## src/rtl/hsb_pkg.sv

```systemverilog
package hsb_pkg;
  typedef enum logic [1:0] {
    ST_IDLE  = 2'd0,
    ST_WAIT  = 2'd1,
    ST_DONE  = 2'd2,
    ST_REARM = 2'd3
  } hsb_state_e;
endpackage

```

## src/rtl/hsb_sync.sv

```systemverilog
module hsb_sync #(
  parameter int W = 1,
  parameter int STAGES = 2,
  parameter logic [W-1:0] RST_VAL = '0
) (
  input  logic         clk,
  input  logic         rst,
  input  logic [W-1:0] d,
  output logic [W-1:0] q
);
  logic [W-1:0] stg [STAGES];

  for (genvar i = 0; i < STAGES; i++) begin : g_stage
    if (i == 0) begin : g_first
      always_ff @(posedge clk) begin
        if (rst) stg[0] <= RST_VAL;
        else     stg[0] <= d;
      end
    end else begin : g_next
      always_ff @(posedge clk) begin
        if (rst) stg[i] <= RST_VAL;
        else     stg[i] <= stg[i-1];
      end
    end
  end

  assign q = stg[STAGES-1];
endmodule

```

## src/rtl/hsb_regfile.sv

```systemverilog
module hsb_regfile #(
  parameter int DATA_W = 8,
  parameter int IDX_W = 4
) (
  input  logic              clk,
  input  logic              we,
  input  logic [IDX_W-1:0]  widx,
  input  logic [DATA_W-1:0] wdat,
  input  logic [IDX_W-1:0]  ridx,
  output logic [DATA_W-1:0] rdat
);
  localparam int DEPTH = 1 << IDX_W;

  logic [DATA_W-1:0] mem [DEPTH];

  always_ff @(posedge clk) begin
    if (we) mem[widx] <= wdat;
  end

  assign rdat = mem[ridx];
endmodule

```

## src/rtl/hsb_fsm.sv

```systemverilog
module hsb_fsm
  import hsb_pkg::*;
#(
  parameter int ADDR_W = 16,
  parameter int DATA_W = 8,
  parameter int IDX_W = 4,
  parameter logic [ADDR_W-1:0] BASE = 16'h0040,
  parameter int RESP_DLY = 2
) (
  input  logic              clk,
  input  logic              rst,
  input  logic              sel_s,
  input  logic              brst_s,
  input  logic              rnw_s,
  input  logic [ADDR_W-1:0] addr_s,
  input  logic [DATA_W-1:0] wdata_s,
  input  logic [DATA_W-1:0] mem_rd,
  output logic              we,
  output logic [IDX_W-1:0]  idx,
  output logic              done_n,
  output logic [DATA_W-1:0] rdata
);
  localparam int CW = (RESP_DLY > 0) ? $clog2(RESP_DLY + 1) : 1;
  localparam logic [DATA_W-1:0] MISS_VAL = '1;

  hsb_state_e state;
  logic [CW-1:0] cnt;
  logic done_q;
  logic hit;
  logic fire;

  assign idx = addr_s[IDX_W-1:0];
  assign hit = (addr_s[ADDR_W-1:IDX_W] == BASE[ADDR_W-1:IDX_W]);

  always_comb begin
    fire = 1'b0;
    if (brst_s && !sel_s) begin
      if (state == ST_IDLE && RESP_DLY == 0) fire = 1'b1;
      if (state == ST_WAIT && cnt == CW'(1)) fire = 1'b1;
    end
  end

  assign we = fire && !rnw_s && hit;

  always_ff @(posedge clk) begin
    if (rst) begin
      state  <= ST_IDLE;
      cnt    <= '0;
      done_q <= 1'b1;
      rdata  <= '0;
    end else if (!brst_s) begin
      state  <= ST_REARM;
      done_q <= 1'b1;
    end else begin
      if (fire) begin
        state  <= ST_DONE;
        done_q <= 1'b0;
        if (rnw_s) rdata <= hit ? mem_rd : MISS_VAL;
      end else begin
        unique case (state)
          ST_IDLE: if (!sel_s) begin
            cnt   <= CW'(RESP_DLY);
            state <= ST_WAIT;
          end
          ST_WAIT: begin
            if (sel_s) state <= ST_IDLE;
            else       cnt <= cnt - CW'(1);
          end
          ST_DONE: if (sel_s) begin
            done_q <= 1'b1;
            state  <= ST_IDLE;
          end
          ST_REARM: if (sel_s) state <= ST_IDLE;
          default: state <= ST_IDLE;
        endcase
      end
    end
  end

  assign done_n = done_q;

  assert_idle_high_R2: assert property (@(posedge clk) disable iff (rst)
    (state == ST_IDLE) |-> done_q);
  assert_fall_needs_sel_R9: assert property (@(posedge clk) disable iff (rst)
    $fell(done_q) |-> !$past(sel_s));
  assert_hold_low_R8: assert property (@(posedge clk) disable iff (rst)
    (!done_q && !sel_s && brst_s) |=> !done_q);
  assert_release_R8: assert property (@(posedge clk) disable iff (rst)
    (!done_q && sel_s) |=> done_q);
  assert_busrst_R10: assert property (@(posedge clk) disable iff (rst)
    !brst_s |=> done_q);
  assert_write_lands_R5: assert property (@(posedge clk) disable iff (rst)
    we |=> (idx != $past(idx) || mem_rd == $past(wdata_s)));
  assert_miss_ff_R6: assert property (@(posedge clk) disable iff (rst)
    (fire && rnw_s && !hit) |=> (rdata == MISS_VAL));
endmodule

```

## src/rtl/hsb_slave.sv

```systemverilog
module hsb_slave #(
  parameter int ADDR_W = 16,
  parameter int DATA_W = 8,
  parameter int IDX_W = 4,
  parameter logic [ADDR_W-1:0] BASE = 16'h0040,
  parameter int RESP_DLY = 2,
  parameter int SYNC_STAGES = 2
) (
  input  logic              clk,
  input  logic              rst,
  input  logic              bus_rst_n,
  input  logic              sel_n,
  input  logic              rd_wr,
  input  logic [ADDR_W-1:0] addr,
  input  logic [DATA_W-1:0] wdata,
  output logic [DATA_W-1:0] rdata,
  output logic              done_n
);
  localparam int DW = 1 + ADDR_W + DATA_W;

  logic [1:0]        ctl_s;
  logic [DW-1:0]     dat_s;
  logic              we;
  logic [IDX_W-1:0]  idx;
  logic [DATA_W-1:0] mem_rd;

  hsb_sync #(.W(2), .STAGES(SYNC_STAGES), .RST_VAL(2'b11)) u_ctl_sync (
    .clk(clk), .rst(rst), .d({bus_rst_n, sel_n}), .q(ctl_s)
  );

  hsb_sync #(.W(DW), .STAGES(SYNC_STAGES), .RST_VAL('0)) u_dat_sync (
    .clk(clk), .rst(rst), .d({rd_wr, addr, wdata}), .q(dat_s)
  );

  hsb_fsm #(
    .ADDR_W(ADDR_W), .DATA_W(DATA_W), .IDX_W(IDX_W),
    .BASE(BASE), .RESP_DLY(RESP_DLY)
  ) u_fsm (
    .clk(clk), .rst(rst),
    .sel_s(ctl_s[0]), .brst_s(ctl_s[1]),
    .rnw_s(dat_s[DW-1]),
    .addr_s(dat_s[DW-2:DATA_W]),
    .wdata_s(dat_s[DATA_W-1:0]),
    .mem_rd(mem_rd), .we(we), .idx(idx),
    .done_n(done_n), .rdata(rdata)
  );

  hsb_regfile #(.DATA_W(DATA_W), .IDX_W(IDX_W)) u_mem (
    .clk(clk), .we(we), .widx(idx), .wdat(dat_s[DATA_W-1:0]),
    .ridx(idx), .rdat(mem_rd)
  );
endmodule

```

## config.mk

```make
export PLATFORM = sky130hd
export DESIGN_NAME = hsb_slave
export DESIGN_NICKNAME = d
export VERILOG_FILES = /design/src/rtl/hsb_pkg.sv /design/src/rtl/hsb_sync.sv /design/src/rtl/hsb_regfile.sv /design/src/rtl/hsb_fsm.sv /design/src/rtl/hsb_slave.sv
export SDC_FILE = /design/constraint.sdc
export NUM_CORES = 1
export LEC_CHECK = 0
export BUFFER_PORTS_ARGS = -buffer_cell sky130_fd_sc_hd__buf_2
export CORE_MARGIN = 3
export CORE_UTILIZATION = 60
export DETAILED_ROUTE_END_ITERATION = 7
export MAX_ROUTING_LAYER = met4
export PLACE_DENSITY = 0.78
export SYNTH_ARGS = -nofsm -noshare
export SYNTH_HDL_FRONTEND = slang
export SYNTH_SLANG_ARGS = --single-unit
```

## constraint.sdc

```tcl
create_clock -name clk -period 3.35 [get_ports clk]
set_clock_uncertainty 0.2 [all_clocks]
set_input_delay 0.67 -clock clk [delete_from_list [all_inputs] [get_ports clk]]
set_output_delay 0.67 -clock clk [all_outputs]
set_load 0.1 [all_outputs]
```

# == After elaboration in Yosys (flattened, before gate mapping) ==
# Memories as Yosys holds them, arrays and structs flattened.
# Index checks and enable logic that the tools add are counted.
# classes
addsub,1
n_mul,0
n_div,0
order_cmp,0
eq_ne,9
n_shift,0
muxes,23
bitwise_logic,6
reduce_logical,16
# op_table
op,count
25-bit two-way mux,2
2-bit two-way mux,8
"12-bit by 3-bit == test with 1-bit output, second input constant",1
1-bit two-way mux,10
8-bit two-way mux,1
"4-bit by 3-bit inequality test with 1-bit output, second input constant",2
2-bit one-hot mux with 2 select lines,2
2-bit nonzero test,3
5-bit AND reduction,1
"2-bit by 1-bit == test with 1-bit output, second input constant",2
"2-bit == test, second input constant",2
1-bit logical AND,4
"2-bit inequality test, second input constant",2
1-bit bitwise OR,4
2-bit AND reduction,2
3-bit AND reduction,1
3-bit OR reduction,1
1-bit logical NOT,2
2-bit logical NOT,1
1-bit NOT,2
2-bit OR reduction,1
"2-bit by 1-bit subtractor with 2-bit output, second input constant",1
# word_totals
regBits,13
latchBits,0
ramBits,182
mem_bits_ro,0
in_bits,29
output_inout_bits,9
elab_cells,62
memories,3
# memory_table
name,depth,width,read_ports,rd_ports_with_merged_regs,wr,line_no,text
u_mem.mem,16,8,1,0,1,hsb_regfile.sv:14,logic [DATA_W-1:0] mem [DEPTH];
u_dat_sync.stg,2,25,2,0,2,hsb_sync.sv:11,logic [W-1:0] stg [STAGES];
u_ctl_sync.stg,2,2,2,0,2,hsb_sync.sv:11,

# == Longest topological paths before layout ==
# Gate-level depths: netlist (run 1).
# depth
depth_word,8
ltp_mapped,6
mapped_depth_nobuf,6

# == Hierarchy ==
# Synthesis (run 1) repeated with hierarchy kept, for this count alone.
# hier_totals
cells_unflattened,408
hier_area_um2,7123.1
# modules_own_cells
mod,instances,cells_per_inst,area_per_inst_um2,seq_area_each_um2
hsb_regfile,1,221,4987.3,3843.7
hsb_sync (u_dat_sync),1,105,1338.8,1001.0
hsb_fsm,1,74,691.9,260.2
hsb_sync (u_ctl_sync),1,8,105.1,80.1

# == Least setup slack after synthesis (run 1) ==
# No wires, ideal clock.
# synth_timing
path_type,reg2reg
startpoint,memory u_dat_sync.stg[1][13] (netlist bit)
endpoint,memory u_mem.mem[2][0] (enable)
setup_time_ns,0.383
arrival_time_ns,2.012
t_required_ns,2.767
setup_slack_ns,0.754
stages_incl_launch_ff,5
path_buffers,0
period_less_slack_ns,2.596
path_cell_list,dfxtp_1 or4b_4 nor4b_4 nand4b_1 nor3_1
# synth_lines
element,line_no
from (decl),hsb_sync.sv:11
to (decl),hsb_regfile.sv:14

==> summary.txt, run 1 <==
Outcome
  – Status: completed

Logic synthesis
  – Synth Area in Compound Gates: 0.0435
  – FF+latch count, synth: 195
  – Syn Nets: 459
  – Synth cell types: 39
  – Mux cell area share after synthesis: 0.0970
  – Synth Cell Area: 7020 sq um
  – Mapped Cells: 429
  – Warnings from Yosys: 0
  – Cell taking the most area after synthesis: edfxtp_1
  – Xor and xnor fraction of the mapped netlist area: 0
  – Mapped Avg Cell Area: 16.4 sq um
  – Main area contributors after synthesis: edfxtp_1 (55%), dfxtp_1 (19%), mux4_2 (5.1%)
  – Main synth FF type: edfxtp_1
  – Seq/Total Area, Yosys: 0.739
  – Top cells by count, synth: edfxtp_1 (128), dfxtp_1 (67), nor2b_1 (53)
  – Simple-Gate Fraction of Synth Area: 0.105
  – Synth top area share: 0.548
  – Largest family of logic cells by synthesized area: simple AND/OR/NAND/NOR gates
  – Async set or reset register ratio after synthesis: 0
  – Count of flip-flops with a built-in enable after synthesis: 128
  – Most common cell in the netlist: edfxtp_1
  – Post-synthesis adder-cell area fraction: 0.00178

Setup path
  – Sequence of cells on the critical path: or4b_4 > nor4b_4 > nand4b_1 > nor2_1
  – CP endpoint kind: flip-flop
  – Worst endpoint required time: 3210 ps
  – Worst r2r src: u_dat_sync.stg[1][13]
  – Slowest stage cell, crit path: nor2_1
  – Top delay family on crit path: simple AND/OR/NAND/NOR gates
  – FF-to-FF path depth: 4
  – Setup crit start kind: flip-flop
  – CP Launch Point: u_dat_sync.stg[1][13]
  – Worst path bufs/invs: 0
  – Critical Path Fanout Max: 8
  – CP max stage delay: 660 ps
  – Critical path class: flip-flop to flip-flop
  – Crit path arrival time: 2710 ps
  – FF-to-FF End: u_mem.mem[14][7]
  – Reg2reg setup slack: 510 ps
  – Stages on worst setup path: 4
  – Worst setup path end: u_mem.mem[14][7]

Placed design
  – Worst slack, placed: 544 ps
  – RePlAce Congestion: 0.838
  – Placed Area: 7360 sq um
  – Port-buffer cells: 37
  – Post-DP HPWL: 8900 um
  – Placed insts: 593

GRT
  – GRT met2 Usage: 0.351
  – Overflow after GRT: 0
  – M1 GR Usage: 0.315
  – Largest net degree at the start of global routing: 51
  – Initial antenna violation count: 0
  – Vias in the first global route: 3665
  – GR Util All Layers: 0.232
  – Met3 usage: 0.0560
  – GRT busiest layer: met2
  – First-pass GRT wire length: 21000 um

Clock tree
  – CTS H-tree depth: 4
  – Cts hold-fix bufs: 0
  – Root Buffer Master: clkbuf_16
  – Clk pin slew, worst setup/hold paths: 70 ps
  – CTS tree: done
  – Worst-Skew Late Latency: 430 ps
  – Clk buf depth: 2
  – Clk sinks: 195
  – Post-CTS resize count: 0
  – Number of buffers created by CTS: 17
  – Post-CTS Setup Inserts: 0

Run
  – Max_cap viols: 0

Timing
  – Final critical-path share of the clock period: 0.848
  – Final WS setup: 508 ps
  – Setup violations, final: 0
  – TNS Setup: 0 ps
  – Count of final hold-check violations: 0
  – Final min period: 2840 ps
  – RSZ-0062 raised after global routing: false
  – Max_slew headroom: 0.402
  – Maximum clock frequency: 352 MHz
  – Fin. max-slew vios: 0
  – Worst slew pin tran: 895 ps

Floorplanning
  – Die Area: 13000 sq um
  – # IOs: 38
  – Initial cell density of the core: 0.631
  – Core area: 11100 sq um
  – Die height: 114 um
  – Row count: 38
  – Die width: 114 um

Final layout
  – Post-Layout Cell Count: 625
  – Layout cells sized above 1: 0.216
  – Design Area, Final: 7920 sq um
  – Nets@finish: 502
  – Area added between synthesis and finish: 12.9%
  – Fillers: 717
  – Antenna diodes: 0

Pwr
  – Worst VDD drop: 0.487 mV
  – Lkg Pwr: 2.71 nW
  – Pwr per Cell Area: 584 nW/um^2
  – Final Power: 4.63 mW

Detailed routing
  – Drt via density: 5.92
  – Avg WL per Cell: 21.7 um
  – ANT nets after route: 0
  – DRT iter0 DRCs: 396
  – Initial DRT Pass Iterations: 5
  – DRT Wirelength: 13600 um
  – Remaining DRCs: 0
  – DR vias: 3702

Min path
  – Worst min-delay path class: flip-flop to flip-flop
## cell usage in the layout, fill, tap and decap left out, types with 8 or more instances in the layout
master     instances
buf_2             37
mux4_2            16
nor2b_1           53
nor2_1            16
o22ai_1           16
a31oi_1            8
a211oi_1           9
nand2_1           14
dfxtp_1           66
clkbuf_16         18
edfxtp_1         128
mux2i_1           32
o21bai_1           8
## state kept, by name, summed over array words and instances, names as in the netlist
| register | flops |
|---|---|
| u_mem.mem | 128 |
| u_fsm.cnt | 2 |
| u_fsm.state | 2 |
| u_fsm.rdata | 8 |
| u_dat_sync.stg | 50 |
| u_ctl_sync.stg | 4 |
| u_fsm.done_n | 1 |
## power breakdown
| part | switching, mW | internal [mW] |
|---|---|---|
| Combinational | 0.0643 | 0.0696 |
| Sequential | 0.0423 | 2.58 |
| Clock | 0.831 | 1.04 |
| Total | 0.937 | 3.69 |
## layout make-up
| class | count | area, sq um | area share |
|---|---|---|---|
| flip-flops and latches | 195 | 5190 | 0.655 |
| multi-input cells | 212 | 1740 | 0.219 |
| inverters | 1 | 3.75 | 0.000474 |
| well taps | 140 | 175 | 0.0221 |
| repair buffers | 45 | 258 | 0.0325 |
| clock inverters | 10 | 72.6 | 0.00916 |
| clock buffers | 22 | 485 | 0.0613 |
## how the worst min path moves through the flow
| stage | start | endpoint | slack, ps | depth (start not counted) |
|---|---|---|---|---|
| 2_1_floorplan | u_ctl_sync.stg[0][0] | u_ctl_sync.stg[1][0] | 190 | 1 |
| 3_3_place_gp | u_ctl_sync.stg[0][1] | u_ctl_sync.stg[1][1] | 200 | 1 |
| 3_5_place_dp | u_ctl_sync.stg[0][1] | u_ctl_sync.stg[1][1] | 200 | 1 |
| 4_1_cts | sel_n | u_ctl_sync.stg[0][0] | 210 | 2 |
| 5_1_grt | u_ctl_sync.stg[0][1] | u_ctl_sync.stg[1][1] | 230 | 1 |
| 6_report | u_ctl_sync.stg[0][1] | u_ctl_sync.stg[1][1] | 210 | 1 |
## routing by layer
metal / wire, um / share of wire / up-vias
li1: - / - / 1709
met3: 976 / 0.072 / 22
met1: 5860 / 0.43 / 1824
met5: 0 / 0 / -
met4: 224 / 0.017 / 0
met2: 6500 / 0.48 / 147
## worst register-to-register path: stages, from the launching register on
cell and delay (ps):
dfxtp_1 300, or4b_4 570, nor4b_4 400, nand4b_1 340, nor2_1 660
## cells by family after synthesis
group           count (synthesis)
fa+ha+maj                       1
flops                         195
compound gates                 46
buf+inv                        22
mux                            48
simple gates                  117
## metrics by stage
stage	util	hold slack, ps
after floorplan	-	189
after global placement	0.662	196
after detailed placement	0.662	196
after CTS	0.712	208
after global routing	0.712	230
final	0.712	214
(Power assumes the default switching activity.)
==> run 2, diff against run 1 <==
==> constraint.sdc (replaced) <==
create_clock -name clk -period 2.9 [get_ports clk]
set_clock_uncertainty 0.2 [all_clocks]
set_input_delay 0.58 -clock clk [delete_from_list [all_inputs] [get_ports clk]]
set_output_delay 0.58 -clock clk [all_outputs]
set_load 0.1 [all_outputs]
==> summary.txt, run 2 (synthesized netlist as in run 1, its figures left out) <==
Outcome
  – Status: completed

Placed design
  – Post-DP HPWL: 8810 um
  – Placed insts: 606
  – Worst slack, placed: 371 ps
  – RePlAce Congestion: 0.853
  – Port-buffer cells: 37

Detailed routing
  – ANT nets after route: 0
  – DRT Wirelength: 13800 um
  – Drt via density: 5.98
  – Top sig layer: met4
  – DR vias: 3810
  – Initial DRT Pass Iterations: 5
  – Met2 Routed Length: 6850 um
  – Avg WL per Cell: 21.6 um
  – DRT iter0 DRCs: 382
  – Post-Route M1 WL: 5720 um
  – Met3 wire length: 907 um
  – Remaining DRCs: 0

Setup path
  – FF-to-FF End: u_mem.mem[2][0]
  – FF-to-FF path depth: 5
  – Slowest stage cell, crit path: or4b_4
  – Top delay family on crit path: simple AND/OR/NAND/NOR gates
  – CP endpoint kind: flip-flop
  – Crit path arrival time: 2470 ps
  – Setup crit start kind: flip-flop
  – Worst endpoint required time: 2840 ps
  – Sequence of cells on the critical path: or4b_4 > nor4b_4 > nand4b_1 > nor3_1 > buf_4
  – CP max stage delay: 570 ps
  – Critical Path Fanout Max: 8
  – Critical path class: flip-flop to flip-flop
  – Reg2reg setup slack: 370 ps
  – Worst path bufs/invs: 1
  – Worst r2r src: u_dat_sync.stg[1][13]

Timing
  – Count of final hold-check violations: 0
  – Final min period: 2530 ps
  – Maximum clock frequency: 395 MHz
  – Max_slew headroom: 0.379
  – Worst slew pin tran: 931 ps
  – TNS Setup: 0 ps
  – Fin. max-slew vios: 0
  – Final critical-path share of the clock period: 0.873
  – Setup violations, final: 0
  – Final WS setup: 367 ps
  – RSZ-0062 raised after global routing: false

Clock tree
  – Worst-Skew Late Latency: 430 ps
  – Clk buf depth: 2
  – Clk sinks: 195
  – Cts hold-fix bufs: 0
  – Number of buffers created by CTS: 17
  – Post-CTS resize count: 0
  – Root Buffer Master: clkbuf_16
  – Post-CTS Setup Inserts: 0
  – Clk pin slew, worst setup/hold paths: 60 ps
  – CTS tree: done
  – CTS H-tree depth: 4

Final layout
  – Nets@finish: 515
  – Most common cell after layout, fill and taps aside: edfxtp_1
  – Antenna diodes: 0
  – Post-Layout Cell Count: 637
  – Fin util: 0.722
  – Most frequent cells in the layout: edfxtp_1 (128), dfxtp_1 (66), nor2b_1 (53)
  – Most flops, register: u_mem.mem
  – Layout cells sized above 1: 0.235
  – Fillers: 687
  – Max reg flops: 128
  – Area added between synthesis and finish: 14.4%
  – Regs by FF count: u_mem.mem: 128 flops, u_dat_sync.stg: 50 flops, u_fsm.rdata: 8 flops

Pwr
  – Worst VDD drop: 0.700 mV
  – Sw Ratio: 0.196
  – Power share of the combinational group: 0.030
  – Pwr per Cell Area: 672 nW/um^2
  – Cell Int Power: 4.34 mW
  – Lkg Pwr: 2.79 nW
  – Clock Power Share: 0.409
  – Sequential share of power: 0.561
  – NetSw: 1.06 mW

GRT
  – Largest net degree at the start of global routing: 58
  – GR Util All Layers: 0.237
  – Vias in the first global route: 3870
  – Initial antenna violation count: 0
  – First-pass GRT wire length: 21600 um
  – Overflow after GRT: 0

Run
  – Max_cap viols: 0

Floorplanning
  – Core area: 11100 sq um
  – Die width: 114 um
  – Row count: 38
  – Die height: 114 um
  – Initial cell density of the core: 0.631
  – # IOs: 38
  – Die Area: 13000 sq um

Min path
  – Hold Path End: u_ctl_sync.stg[0][0]
  – WHS Path Cells: 2
  – Hold Startpoint: sel_n
  – Worst min-delay path class: input port to flip-flop
run 2: power by group through the flow:
stage	combinational [mW]	clock (mW)	sequential [mW]
final	0.162	2.21	3.02
after global routing	0.177	2.36	3.03
after CTS	0.164	2.24	3.03
after detailed placement	0.162	0	3.08
after global placement	0.154	0	3.08
after floorplan	0.119	0	3.06
run 2: metal layers:
metal  up-vias  global-route usage
li1       1727                   -
met5         -                   -
met3        22              0.0698
met4         0              0.0879
met1      1900               0.309
met2       161               0.356
run 2: worst max path at each step:
stage / startpoint / endpoint / slack, ps / depth (start not counted)
4_1_cts: u_dat_sync.stg[1][13] / u_mem.mem[2][0] / 360 / 5
2_1_floorplan: u_dat_sync.stg[1][13] / u_mem.mem[2][0] / 300 / 4
3_5_place_dp: u_dat_sync.stg[1][13] / u_mem.mem[1][3] / 370 / 4
3_3_place_gp: u_dat_sync.stg[1][13] / u_mem.mem[2][2] / 440 / 5
5_1_grt: u_dat_sync.stg[1][13] / u_mem.mem[2][0] / 240 / 5
6_report: u_dat_sync.stg[1][13] / u_mem.mem[2][0] / 370 / 5
run 2: per-stage QoR:
step | total power, mW | hold WS (ps) | area [sq um]
finish | 5.39 | 139 | 8030
global route | 5.56 | 125 | 8030
CTS | 5.43 | 123 | 8030
detailed placement | 3.25 | 196 | 7460
global placement | 3.24 | 193 | 7460
floorplan | 3.18 | 189 | 7020
run 2: area by class of cell:
cell class	count	area, sq um	area share
Clock inverter	7	40.0	0.00499
Multi-Input combinational cell	212	1740	0.216
Timing Repair Buffer	58	355	0.0443
Tap cell	140	175	0.0218
Inverter	1	3.75	0.000468
Sequential cell	195	5190	0.646
Clock buffer	24	529	0.0659
